`src/rtl/mcr_pkg.sv`:
```
package mcr_pkg;
    typedef enum logic [1:0] {
        ST_IDLE = 2'd0,
        ST_SYNC = 2'd1,
        ST_RUN  = 2'd2
    } rx_state_e;

    typedef enum logic [1:0] {
        IV_BAD  = 2'd0,
        IV_HALF = 2'd1,
        IV_FULL = 2'd2
    } iv_class_e;
endpackage

```
`src/rtl/mcr_prescale.sv`:
```
module mcr_prescale #(
    parameter int XW = 3
) (
    input  logic          clk_i,
    input  logic          rst_ni,
    input  logic          ce_i,
    input  logic [XW-1:0] xlim_i,
    output logic          tick_o
);
    logic [XW-1:0] pre_d, pre_q;
    logic [XW-1:0] top;

    always_comb begin
        top    = (xlim_i == '0) ? '0 : xlim_i - 1'b1;
        tick_o = ce_i && (pre_q >= top);
        pre_d  = pre_q;
        if (ce_i) begin
            pre_d = tick_o ? '0 : pre_q + 1'b1;
        end
    end

    always_ff @(posedge clk_i or negedge rst_ni) begin
        if (!rst_ni) pre_q <= '0;
        else         pre_q <= pre_d;
    end

    // with a factor above one, two ticks never fall in adjacent cycles
    p_tick_spacing_r2: assert property (@(posedge clk_i) disable iff (!rst_ni)
        (tick_o && xlim_i > 1) |=> (!tick_o || xlim_i <= 1));
endmodule

```
`src/rtl/mcr_interval.sv`:
```
module mcr_interval
    import mcr_pkg::*;
#(
    parameter int CW = 8
) (
    input  logic          clk_i,
    input  logic          rst_ni,
    input  logic          tick_i,
    input  logic          din_i,
    input  logic [CW-1:0] lim_min_i,
    input  logic [CW-1:0] lim_max_i,
    input  logic [CW-1:0] lim_min_2t_i,
    input  logic [CW-1:0] lim_max_2t_i,
    output logic          edge_o,
    output iv_class_e     cls_o,
    output logic          gap_o
);
    localparam logic [CW-1:0] CNT_MAX = '1;
    localparam logic [CW-1:0] CNT_ONE = CW'(1);

    typedef struct packed {
        logic          lvl;
        logic [CW-1:0] cnt;
    } iv_t;

    iv_t  d, q;
    logic in_half, in_full;

    always_comb begin
        edge_o  = tick_i && (din_i != q.lvl);
        in_half = (q.cnt >= lim_min_i) && (q.cnt <= lim_max_i);
        in_full = (q.cnt >= lim_min_2t_i) && (q.cnt <= lim_max_2t_i);
        if (in_half)      cls_o = IV_HALF;
        else if (in_full) cls_o = IV_FULL;
        else              cls_o = IV_BAD;
        gap_o = tick_i && !edge_o && (q.cnt > lim_max_2t_i);

        d = q;
        if (tick_i) begin
            d.lvl = din_i;
            if (edge_o)               d.cnt = CNT_ONE;
            else if (q.cnt != CNT_MAX) d.cnt = q.cnt + 1'b1;
        end
    end

    always_ff @(posedge clk_i or negedge rst_ni) begin
        if (!rst_ni) q <= '{lvl: 1'b0, cnt: '0};
        else         q <= d;
    end

    // a full counter stays full while the line is quiet
    p_no_overflow_r11: assert property (@(posedge clk_i) disable iff (!rst_ni)
        (tick_i && !edge_o && q.cnt == CNT_MAX) |=> (q.cnt == CNT_MAX));
endmodule

```
`src/rtl/mcr_pulse.sv`:
```
module mcr_pulse #(
    parameter int CW = 8
) (
    input  logic          clk_i,
    input  logic          rst_ni,
    input  logic          tick_i,
    input  logic          fire_i,
    input  logic          kill_i,
    input  logic [CW-1:0] len_i,
    output logic          dclk_o
);
    logic [CW-1:0] cnt_d, cnt_q;

    always_comb begin
        dclk_o = (cnt_q != '0);
        cnt_d  = cnt_q;
        if (kill_i)                     cnt_d = '0;
        else if (fire_i)                cnt_d = len_i;
        else if (tick_i && cnt_q != '0) cnt_d = cnt_q - 1'b1;
    end

    always_ff @(posedge clk_i or negedge rst_ni) begin
        if (!rst_ni) cnt_q <= '0;
        else         cnt_q <= cnt_d;
    end

    // a pulse only begins after a decode decision
    p_pulse_start_r7: assert property (@(posedge clk_i) disable iff (!rst_ni)
        $rose(dclk_o) |-> $past(fire_i));
endmodule

```
`src/rtl/mcr_clock_recovery.sv`:
```
module mcr_clock_recovery
    import mcr_pkg::*;
#(
    parameter int CW = 8,
    parameter int XW = 3
) (
    input  logic          clk_i,
    input  logic          rst_ni,
    input  logic          ce_i,
    input  logic [XW-1:0] xlim_i,
    input  logic          din_i,
    input  logic          start_i,
    input  logic [CW-1:0] lim_min_i,
    input  logic [CW-1:0] lim_max_i,
    input  logic [CW-1:0] lim_min_2t_i,
    input  logic [CW-1:0] lim_max_2t_i,
    input  logic [CW-1:0] pulse_len_i,
    output logic          dclk_o,
    output logic          dout_o,
    output logic          err_o
);
    typedef struct packed {
        rx_state_e st;
        logic      armed;
        logic      mid;
        logic      dout;
        logic      err;
    } ctl_t;

    localparam ctl_t CTL_RST = '{st: ST_IDLE, armed: 1'b0, mid: 1'b0, dout: 1'b0, err: 1'b0};

    ctl_t      d, q;
    logic      tick, edge_s, gap;
    iv_class_e cls;
    logic      fire, kill, fault;

    mcr_prescale #(.XW(XW)) u_pre (
        .clk_i (clk_i),
        .rst_ni(rst_ni),
        .ce_i  (ce_i),
        .xlim_i(xlim_i),
        .tick_o(tick)
    );

    mcr_interval #(.CW(CW)) u_iv (
        .clk_i       (clk_i),
        .rst_ni      (rst_ni),
        .tick_i      (tick),
        .din_i       (din_i),
        .lim_min_i   (lim_min_i),
        .lim_max_i   (lim_max_i),
        .lim_min_2t_i(lim_min_2t_i),
        .lim_max_2t_i(lim_max_2t_i),
        .edge_o      (edge_s),
        .cls_o       (cls),
        .gap_o       (gap)
    );

    mcr_pulse #(.CW(CW)) u_pulse (
        .clk_i (clk_i),
        .rst_ni(rst_ni),
        .tick_i(tick),
        .fire_i(fire),
        .kill_i(kill),
        .len_i (pulse_len_i),
        .dclk_o(dclk_o)
    );

    always_comb begin
        d     = q;
        fire  = 1'b0;
        fault = 1'b0;
        if (start_i) begin
            d.st    = ST_SYNC;
            d.armed = 1'b0;
            d.mid   = 1'b1;
            d.err   = 1'b0;
        end else begin
            unique case (q.st)
                ST_SYNC: begin
                    if (edge_s) begin
                        if (!q.armed) begin
                            d.armed = 1'b1;
                        end else if (cls == IV_FULL) begin
                            if (!din_i) begin
                                d.st   = ST_RUN;
                                d.mid  = 1'b1;
                                d.dout = 1'b0;
                                fire   = 1'b1;
                            end else begin
                                fault = 1'b1;
                            end
                        end else if (cls == IV_BAD) begin
                            fault = 1'b1;
                        end
                    end else if (gap && q.armed) begin
                        fault = 1'b1;
                    end
                end
                ST_RUN: begin
                    if (edge_s) begin
                        if (cls == IV_HALF) begin
                            d.mid = !q.mid;
                            if (!q.mid) begin
                                d.dout = din_i;
                                fire   = 1'b1;
                            end
                        end else if (cls == IV_FULL && q.mid) begin
                            d.dout = din_i;
                            fire   = 1'b1;
                        end else begin
                            fault = 1'b1;
                        end
                    end else if (gap) begin
                        fault = 1'b1;
                    end
                end
                default: ;
            endcase
            if (fault) begin
                d.st  = ST_IDLE;
                d.err = 1'b1;
                fire  = 1'b0;
            end
        end
        kill = start_i || fault;
    end

    always_ff @(posedge clk_i or negedge rst_ni) begin
        if (!rst_ni) q <= CTL_RST;
        else         q <= d;
    end

    assign dout_o = q.dout;
    assign err_o  = q.err;

    // the error never appears with a running clock pulse
    p_err_no_clock_r8: assert property (@(posedge clk_i) disable iff (!rst_ni)
        $rose(err_o) |-> !dclk_o);

    // the error flag only clears on a start strobe
    p_err_sticky_r4: assert property (@(posedge clk_i) disable iff (!rst_ni)
        $fell(err_o) |-> $past(start_i));

    // the decoded bit moves only as a clock pulse begins
    p_dout_with_clock_r7: assert property (@(posedge clk_i) disable iff (!rst_ni)
        (!$stable(dout_o) && $past(pulse_len_i) != '0) |-> dclk_o);

    // nothing is clocked out while idle
    p_idle_quiet_r12: assert property (@(posedge clk_i) disable iff (!rst_ni)
        (q.st == ST_IDLE) |=> !dclk_o);
endmodule

```
`config.mk`:
```
export PLATFORM = sky130hd
export DESIGN_NAME = mcr_clock_recovery
export DESIGN_NICKNAME = d
export VERILOG_FILES = /design/src/rtl/mcr_pkg.sv /design/src/rtl/mcr_prescale.sv /design/src/rtl/mcr_interval.sv /design/src/rtl/mcr_pulse.sv /design/src/rtl/mcr_clock_recovery.sv
export SDC_FILE = /design/constraint.sdc
export NUM_CORES = 1
export LEC_CHECK = 0
export ABC_AREA = 1
export ABC_CLOCK_PERIOD_IN_PS = 1800
export BUFFER_PORTS_ARGS = -buffer_cell sky130_fd_sc_hd__buf_2
export CORE_UTILIZATION = 50
export CTS_CLUSTER_DIAMETER = 50
export DETAILED_ROUTE_END_ITERATION = 10
export PLACE_DENSITY = 0.76
export SYNTH_ARGS = -nofsm -noshare
export SYNTH_HDL_FRONTEND = slang
export SYNTH_SLANG_ARGS = --single-unit
```
`constraint.sdc`:
```
create_clock -name clk_i -period 1.8 [get_ports clk_i]
set_input_delay 0.09 -clock clk_i [delete_from_list [all_inputs] [get_ports clk_i]]
set_output_delay 0.09 -clock clk_i [all_outputs]
set_load 0.05 [all_outputs]
```
# ---- Word-level counts from Yosys, hierarchy flattened
# Index checks and enable logic that the tools add are counted.
# Widths: inputs -> output; s select.
dict set report totals {
  ff_bits 26
  inputBits 48
  out_inout_bits 3
  word_cells 119
}
dict set report op_classes {
  add_sub_neg 4
  n_lt_le_gt_ge 6
  n_eq_ne 20
  mux 48
  bitwise 1
  n_reduce_logical 31
}
# cell count
set op_table {}
lappend op_table {{$mux 8} 5}
lappend op_table {{$mux 1} 28}
lappend op_table {{$ne 3x3->1 const B} 8}
lappend op_table {{$reduce_bool 3->1} 6}
lappend op_table {{$ge 8x8->1} 2}
lappend op_table {{$le 8x8->1} 2}
lappend op_table {{$mux 2} 7}
lappend op_table {{$ne 2x2->1 const B} 5}
lappend op_table {{$reduce_bool 2->1} 5}
lappend op_table {{$logic_and 1x1->1} 9}
lappend op_table {{$mux 3} 3}
lappend op_table {{$reduce_and 9->1} 1}
lappend op_table {{$add 8x1->8 const B} 1}
lappend op_table {{$gt 8x8->1} 1}
lappend op_table {{$ne 8x8->1 const B} 1}
lappend op_table {{$reduce_bool 8->1} 1}
lappend op_table {{$sub 8x1->8 const B} 1}
lappend op_table {{$reduce_and 7->1} 1}
lappend op_table {{$mux 5} 1}
lappend op_table {{$reduce_and 5->1} 1}
lappend op_table {{$eq 2x1->1 const B} 2}
lappend op_table {{$eq 2x2->1 const B} 2}
lappend op_table {{$mux 4} 1}
lappend op_table {{$pmux 1 s2} 2}
lappend op_table {{other kinds (12)} 14}

# ---- Logic depth before layout (Yosys ltp)
dict set report logic_depth {
  ltp_word 17
  ltp_mapped 21
}

# ---- By module
# Synthesis repeated with hierarchy kept, for this count alone.
dict set report hier_totals {
  hier_cells 420
  area_unflattened_um2 2800.2
}
# module instances cells_per_inst area_per_inst_um2 seq_area_each_um2
set by_module_without_submodules {}
lappend by_module_without_submodules {mcr_interval 1 205 1361.3 225.2}
lappend by_module_without_submodules {mcr_pulse 1 91 619.3 200.2}
lappend by_module_without_submodules {mcr_clock_recovery 1 88 539.3 150.1}
lappend by_module_without_submodules {mcr_prescale 1 36 280.3 75.1}

# ---- Worst setup path before layout
# OpenSTA, ideal clock, no wires.
dict set report synth_timing {
  kind {register -> register}
  from {register u_pre.pre_q[2]}
  to {register u_pulse.cnt_q[1]}
  arrival_time_ns 1.976
  slack_ns -0.241
  path_stages_with_launch 17
  n_path_buf 1
  synth_period_minus_slack_ns 2.041
  path_cell_list {dfrtp_1 ha_1 nand2_1 o211ai_2 nand2_4 nor2_8 inv_6 o21ai_4 inv_2 nand2_2 nand2_2 nand2_4 buf_8 nand3_4 nand2_1 nand3_1 nand2_1}
}
dict set report synth_between {
  elab_chain_len 15
}
# element line
set synth_lines {}
lappend synth_lines {{start, declared} mcr_prescale.sv:10} ;# logic [XW-1:0] pre_d, pre_q;
lappend synth_lines {{start signal, assigned} mcr_prescale.sv:24} ;# else pre_q <= pre_d;
lappend synth_lines {{$ge 3x3->1 (*)} mcr_prescale.sv:15} ;# tick_o = ce_i && (pre_q >= top);
lappend synth_lines {{$logic_and 1x1->1 (*)} mcr_prescale.sv:15}
lappend synth_lines {{$logic_and 1x1->1} mcr_interval.sv:30} ;# edge_o = tick_i && (din_i != q.lvl);
lappend synth_lines {{$logic_not 1->1} mcr_interval.sv:36} ;# gap_o = tick_i && !edge_o && (q.cnt > lim_max_2t_i);
lappend synth_lines {{$logic_and 1x1->1 (2 in a row)} mcr_interval.sv:36}
lappend synth_lines {{$logic_and 1x1->1} mcr_clock_recovery.sv:96} ;# end else if (gap && q.armed) begin
lappend synth_lines {{$mux 1} mcr_clock_recovery.sv:96}
lappend synth_lines {{$mux 1} mcr_clock_recovery.sv:81} ;# if (edge_s) begin
lappend synth_lines {{$pmux 1 s2} mcr_clock_recovery.sv:79} ;# unique case (q.st)
lappend synth_lines {{$mux 1} mcr_clock_recovery.sv:73} ;# if (start_i) begin
lappend synth_lines {{$mux 1} mcr_clock_recovery.sv:120} ;# if (fault) begin
lappend synth_lines {{$mux 1} mcr_clock_recovery.sv:73}
lappend synth_lines {{$mux 8} mcr_pulse.sv:18} ;# else if (fire_i) cnt_d = len_i;
lappend synth_lines {{$mux 8} mcr_pulse.sv:17} ;# if (kill_i) cnt_d = '0;
lappend synth_lines {{end signal, assigned} mcr_pulse.sv:24} ;# else cnt_q <= cnt_d;
lappend synth_lines {{end, declared} mcr_pulse.sv:12} ;# logic [CW-1:0] cnt_d, cnt_q;
# Mark *: on every way between the ends. The rest lies on a longest branch, timed or not. The select of a mux whose other input is x is not followed.
# A chain may end at the register's enable or synchronous reset.

# ---- Worst setup path after layout
dict set report layout_timing {
  from {register u_iv.q[7] (netlist name)}
  to {register u_pulse.cnt_q[7]}
}
dict set report layout_between {
  elab_chain_len 15
}
# element line
set layout_lines {}
lappend layout_lines {{start, declared} mcr_interval.sv:26} ;# iv_t d, q;
lappend layout_lines {{start signal, assigned} mcr_interval.sv:47} ;# if (!rst_ni) q <= '{lvl: 1'b0, cnt: '0};
lappend layout_lines {{$ge 8x8->1 / $le 8x8->1 (equally long branches)} mcr_interval.sv:32} ;# in_full = (q.cnt >= lim_min_2t_i) && (q.cnt <= lim_max_2t_i);
lappend layout_lines {{$logic_and 1x1->1} mcr_interval.sv:32}
lappend layout_lines {{$mux 2} mcr_interval.sv:34} ;# else if (in_full) cls_o = IV_FULL;
lappend layout_lines {{$mux 2} mcr_interval.sv:33} ;# if (in_half) cls_o = IV_HALF;
lappend layout_lines {{$eq 2x2->1 / $logic_not 2->1 (equally long branches)} {mcr_clock_recovery.sv:84, mcr_clock_recovery.sv:108, mcr_clock_recovery.sv:93}}
lappend layout_lines {{$logic_and 1x1->1 / $mux 1 (equally long branches)} {mcr_clock_recovery.sv:108, mcr_clock_recovery.sv:93}}
lappend layout_lines {{$mux 1 (on tied branches)} {mcr_clock_recovery.sv:108, mcr_clock_recovery.sv:84}}
lappend layout_lines {{$mux 1 (on tied branches)} {mcr_clock_recovery.sv:102, mcr_clock_recovery.sv:82}}
lappend layout_lines {{$mux 1 (on tied branches)} {mcr_clock_recovery.sv:101, mcr_clock_recovery.sv:81}}
lappend layout_lines {{$pmux 1 s2} mcr_clock_recovery.sv:79}
lappend layout_lines {{$mux 1} mcr_clock_recovery.sv:73}
lappend layout_lines {{$mux 1} mcr_clock_recovery.sv:120}
lappend layout_lines {{$mux 1} mcr_clock_recovery.sv:73}
lappend layout_lines {{$mux 8} mcr_pulse.sv:18}
lappend layout_lines {{$mux 8} mcr_pulse.sv:17}
# Several ways; a longest one is shown, not always the timed one. The select of a mux whose other input is x is not followed.

==> results_dict.tcl <==
set metrics [dict create \
    tns_ns -8.37 \
    wl_met3_um 303 \
    slew_viol_final 0 \
    p_per_area_mw_per_mm2 1150 \
    p_int_mw 2.28 \
    dp_hpwl_mm 5.05 \
    antenna-diode-count 0 \
    rows 26 \
    htree_levels 1 \
    wl_met1_mm 3.40 \
    avgRoutedWirePerCell_um 14.3 \
    area_growth_pct 45.2 \
    synth_compound_area_share_pct 8.90 \
    fmax_mhz 418 \
    top_layer_used "met4" \
    hold_slack_ns 0.0121 \
    nNetsFinal 573 \
    grt_pass1_wl_mm 11.7 \
    netlist_instances 378 \
    synth.area.mux_share_pct 0 \
    yosysWarnings 0 \
    avgSynthCellArea_um2 7.11 \
    initial_core_util_pct 52.3 \
    gp_congestion 0.927 \
    violations "negative setup slack" \
    postRouteAntennaNets 0 \
    yosys.area_share.adder_pct 20.0 \
    hold_viol 0 \
    cts.sinks 26 \
    power_frac_clock_pct 8.7 \
    antenna_found_initial 0 \
    setup_viol 21 \
    synth_top_cell_area_share_pct 24.2 \
    cts_root_buf "clkbuf_8" \
    timing.final.ws_setup_ns -0.593 \
    drt-initial-drc-count 292 \
    required_ns 1.97 \
    p_seq_share_pct 21.4 \
    switching_share_pct 49.3 \
    io_pins 51 \
    core_area_mm2 0.00514 \
    critPathKind "flop to flop" \
    synth_top_family_by_area "simple AND/OR/NAND/NOR gates" \
    port_buffers 50 \
    ys_types 33 \
    worst_setup_path_end_kind "flop" \
    syn-cell-area_mm2 0.00269 \
    cpPeakStageDelay_ns 0.51 \
    grt.total_usage_pct 26.8 \
    yosys.area_share.simple_pct 31.4 \
    grt_max_degree 27 \
    drtPass1Iterations 4 \
    wl_met2_mm 4.05 \
    rsz0062_at_grt "yes" \
    crit_chain "ha_4 -> nand2_1 -> nor2_2 -> nand2_1 -> nand2_1 -> nand2_2 -> buf_4 -> a211oi_2 -> buf_4 -> nand2_4 -> buf_12 -> nand3_4 -> nand2_1 -> nand3_1 -> nand2_1" \
    finalCritPeriodShare_pct 133 \
    die_y_um 75.3 \
    cp_max_fo 8 \
    p_sw_mw 2.22 \
    syn_nets 469 \
    status "finished with violations" \
    drc_errors 0 \
    chipWidth_um 75.3 \
    synthTopCellsByCount "nand2_1 (90), inv_1 (81), ha_1 (43)" \
    async_reset_ff_share_pct 100 \
    clk_pin_slew_ns 0.10 \
    ys_seq_area_share_pct 24.2 \
    synth_edf_count 0 \
    vdd_drop_max_v 0.000657 \
    insertion_delay_ns 0.27 \
    worst_path_most_repeated_cell "nand2_1" \
    synthXorXnorAreaFrac_pct 2.56 \
    period_needed_ns 2.39 \
    avgViaCountPerCell 5.23 \
    cp.arrival_ns 2.57 \
    drt-total-wl_mm 7.90 \
    max_slew.worst_pin.slew_ns 0.600 \
    overflow 0 \
    synth-main-ff-cell "dfrtp_1" \
    grt_pass1_vias 2678 \
    clock_skew_ns 0.00264 \
    die-area_mm2 0.00567 \
    place_ws_ns -0.586 \
    via_count 2883 \
    drive_gt1_share_pct 43.0 \
    numCtsBuffers 3 \
    slowest_stage "dfrtp_2" \
    synth.area.top_cells "dfrtp_1 (24%), ha_1 (20%), nand2_1 (13%), inv_1 (11%), nand3_1 (4.8%)" \
    tritoncts "built" \
    startpoint_type "flop" \
    yosysMostFrequentCell "nand2_1" \
    yosysTopAreaCell "dfrtp_1" \
    synth-seq-cells 26 \
    maxCapViolations 0 \
    hp-class "input port to flop" \
    power_leakage_nw 2.18 \
    cts_max_path_buffers 2 \
    power_frac_comb_pct 69.9 \
    slew_headroom_pct 60.0 \
]
==> power groups by stage <==
stage	Sequential (mW)	Clock, mW	Combinational [mW]
after floorplan	0.862	0	1.39
after global placement	0.953	0	2.49
after detailed placement	0.959	0	2.58
after CTS	0.950	0.389	2.72
after global routing	0.987	0.417	3.48
final	0.964	0.391	3.15
==> metal layers <==
layer	vias to the layer above	GRT usage (%)
met5	-	0
met2	79	47.3
li1	1415	-
met3	18	1.59
met1	1371	36.7
met4	0	5.14
==> cell families after synthesis <==
| logic type | count (synthesis) |
|---|---|
| AND/OR/NAND/NOR | 174 |
| buffers and inverters | 87 |
| adder cells (fa/ha/maj) | 43 |
| AO/OA/AOI/OAI | 41 |
| flip-flops | 26 |
| XOR/XNOR | 7 |
==> worst max-delay path, delay by kind of cell, from the launching register on <==
family	cells	cell delay (ns)
AOI/OAI and AO/OA	1	0.18
adders and majority gates	1	0.30
buffers and inverters	3	0.44
DFF	1	0.51
and+or+nand+nor	10	0.86
==> worst paths after layout <==
kind / slack, ns / start / cells past startpoint / to
setup / recovery: -0.59 / u_iv.q[7] / 15 / u_pulse.cnt_q[7]
hold reg to reg: 0.50 / dout_o / 2 / dout_o
setup reg to reg: -0.59 / u_iv.q[7] / 15 / u_pulse.cnt_q[7]
min in group asynchronous: 0.34 / rst_ni / 2 / u_pulse.cnt_q[2]
hold / removal: 0.01 / start_i / 2 / err_o
max in group asynchronous: 1.02 / rst_ni / 2 / u_iv.q[1]
==> registers in the layout (all words and copies together), names as in the netlist <==
| name | flops |
|---|---|
| q | 4 |
| err_o | 1 |
| u_iv.q | 9 |
| u_pulse.cnt_q | 8 |
| dout_o | 1 |
| u_pre.pre_q | 3 |
==> metrics by stage <==
stage	power [mW]	area [um2]	instances	utilization (%)
2_1_floorplan	2.25	2720	378	-
3_3_place_gp	3.45	3290	530	64.1
3_5_place_dp	3.54	3290	530	64.1
4_1_cts	4.06	3650	544	71.1
5_1_grt	4.88	3900	551	75.9
6_report	4.50	3900	551	75.9
==> layout make-up <==
class,count,area (um2)
multi-input combinational,265,2110
fill,363,1240
timing repair buffer,101,663
sequential,26,657
inverter,85,327
tap,70,87.6
clock buffer,4,55.1
==> repair_timing <==
| item | 4_1_cts | 5_1_grt |
|---|---|---|
| endpoints found under the setup margin | 21 | 21 |
| hold buffers | 1 | 0 |
| pin swaps | 22 | 25 |
| endpoints found under the hold margin | 26 | 0 |
| setup buffers | 9 | 7 |
| resized for setup | 42 | 49 |
==> placed cells by master (no fill, tap or decap), drive strengths merged, types with 4 or more instances in the layout <==
cell	Yosys	routed
nand2	96	96
nor2	26	26
nor3	6	6
ha	43	43
nand4	12	12
dfrtp	26	26
inv	85	85
xnor2	5	5
o21ai	12	12
a21oi	22	22
nand3	27	27
clkbuf	1	4
buf	1	100
No activity file was read; power rests on OpenSTA's default activity.
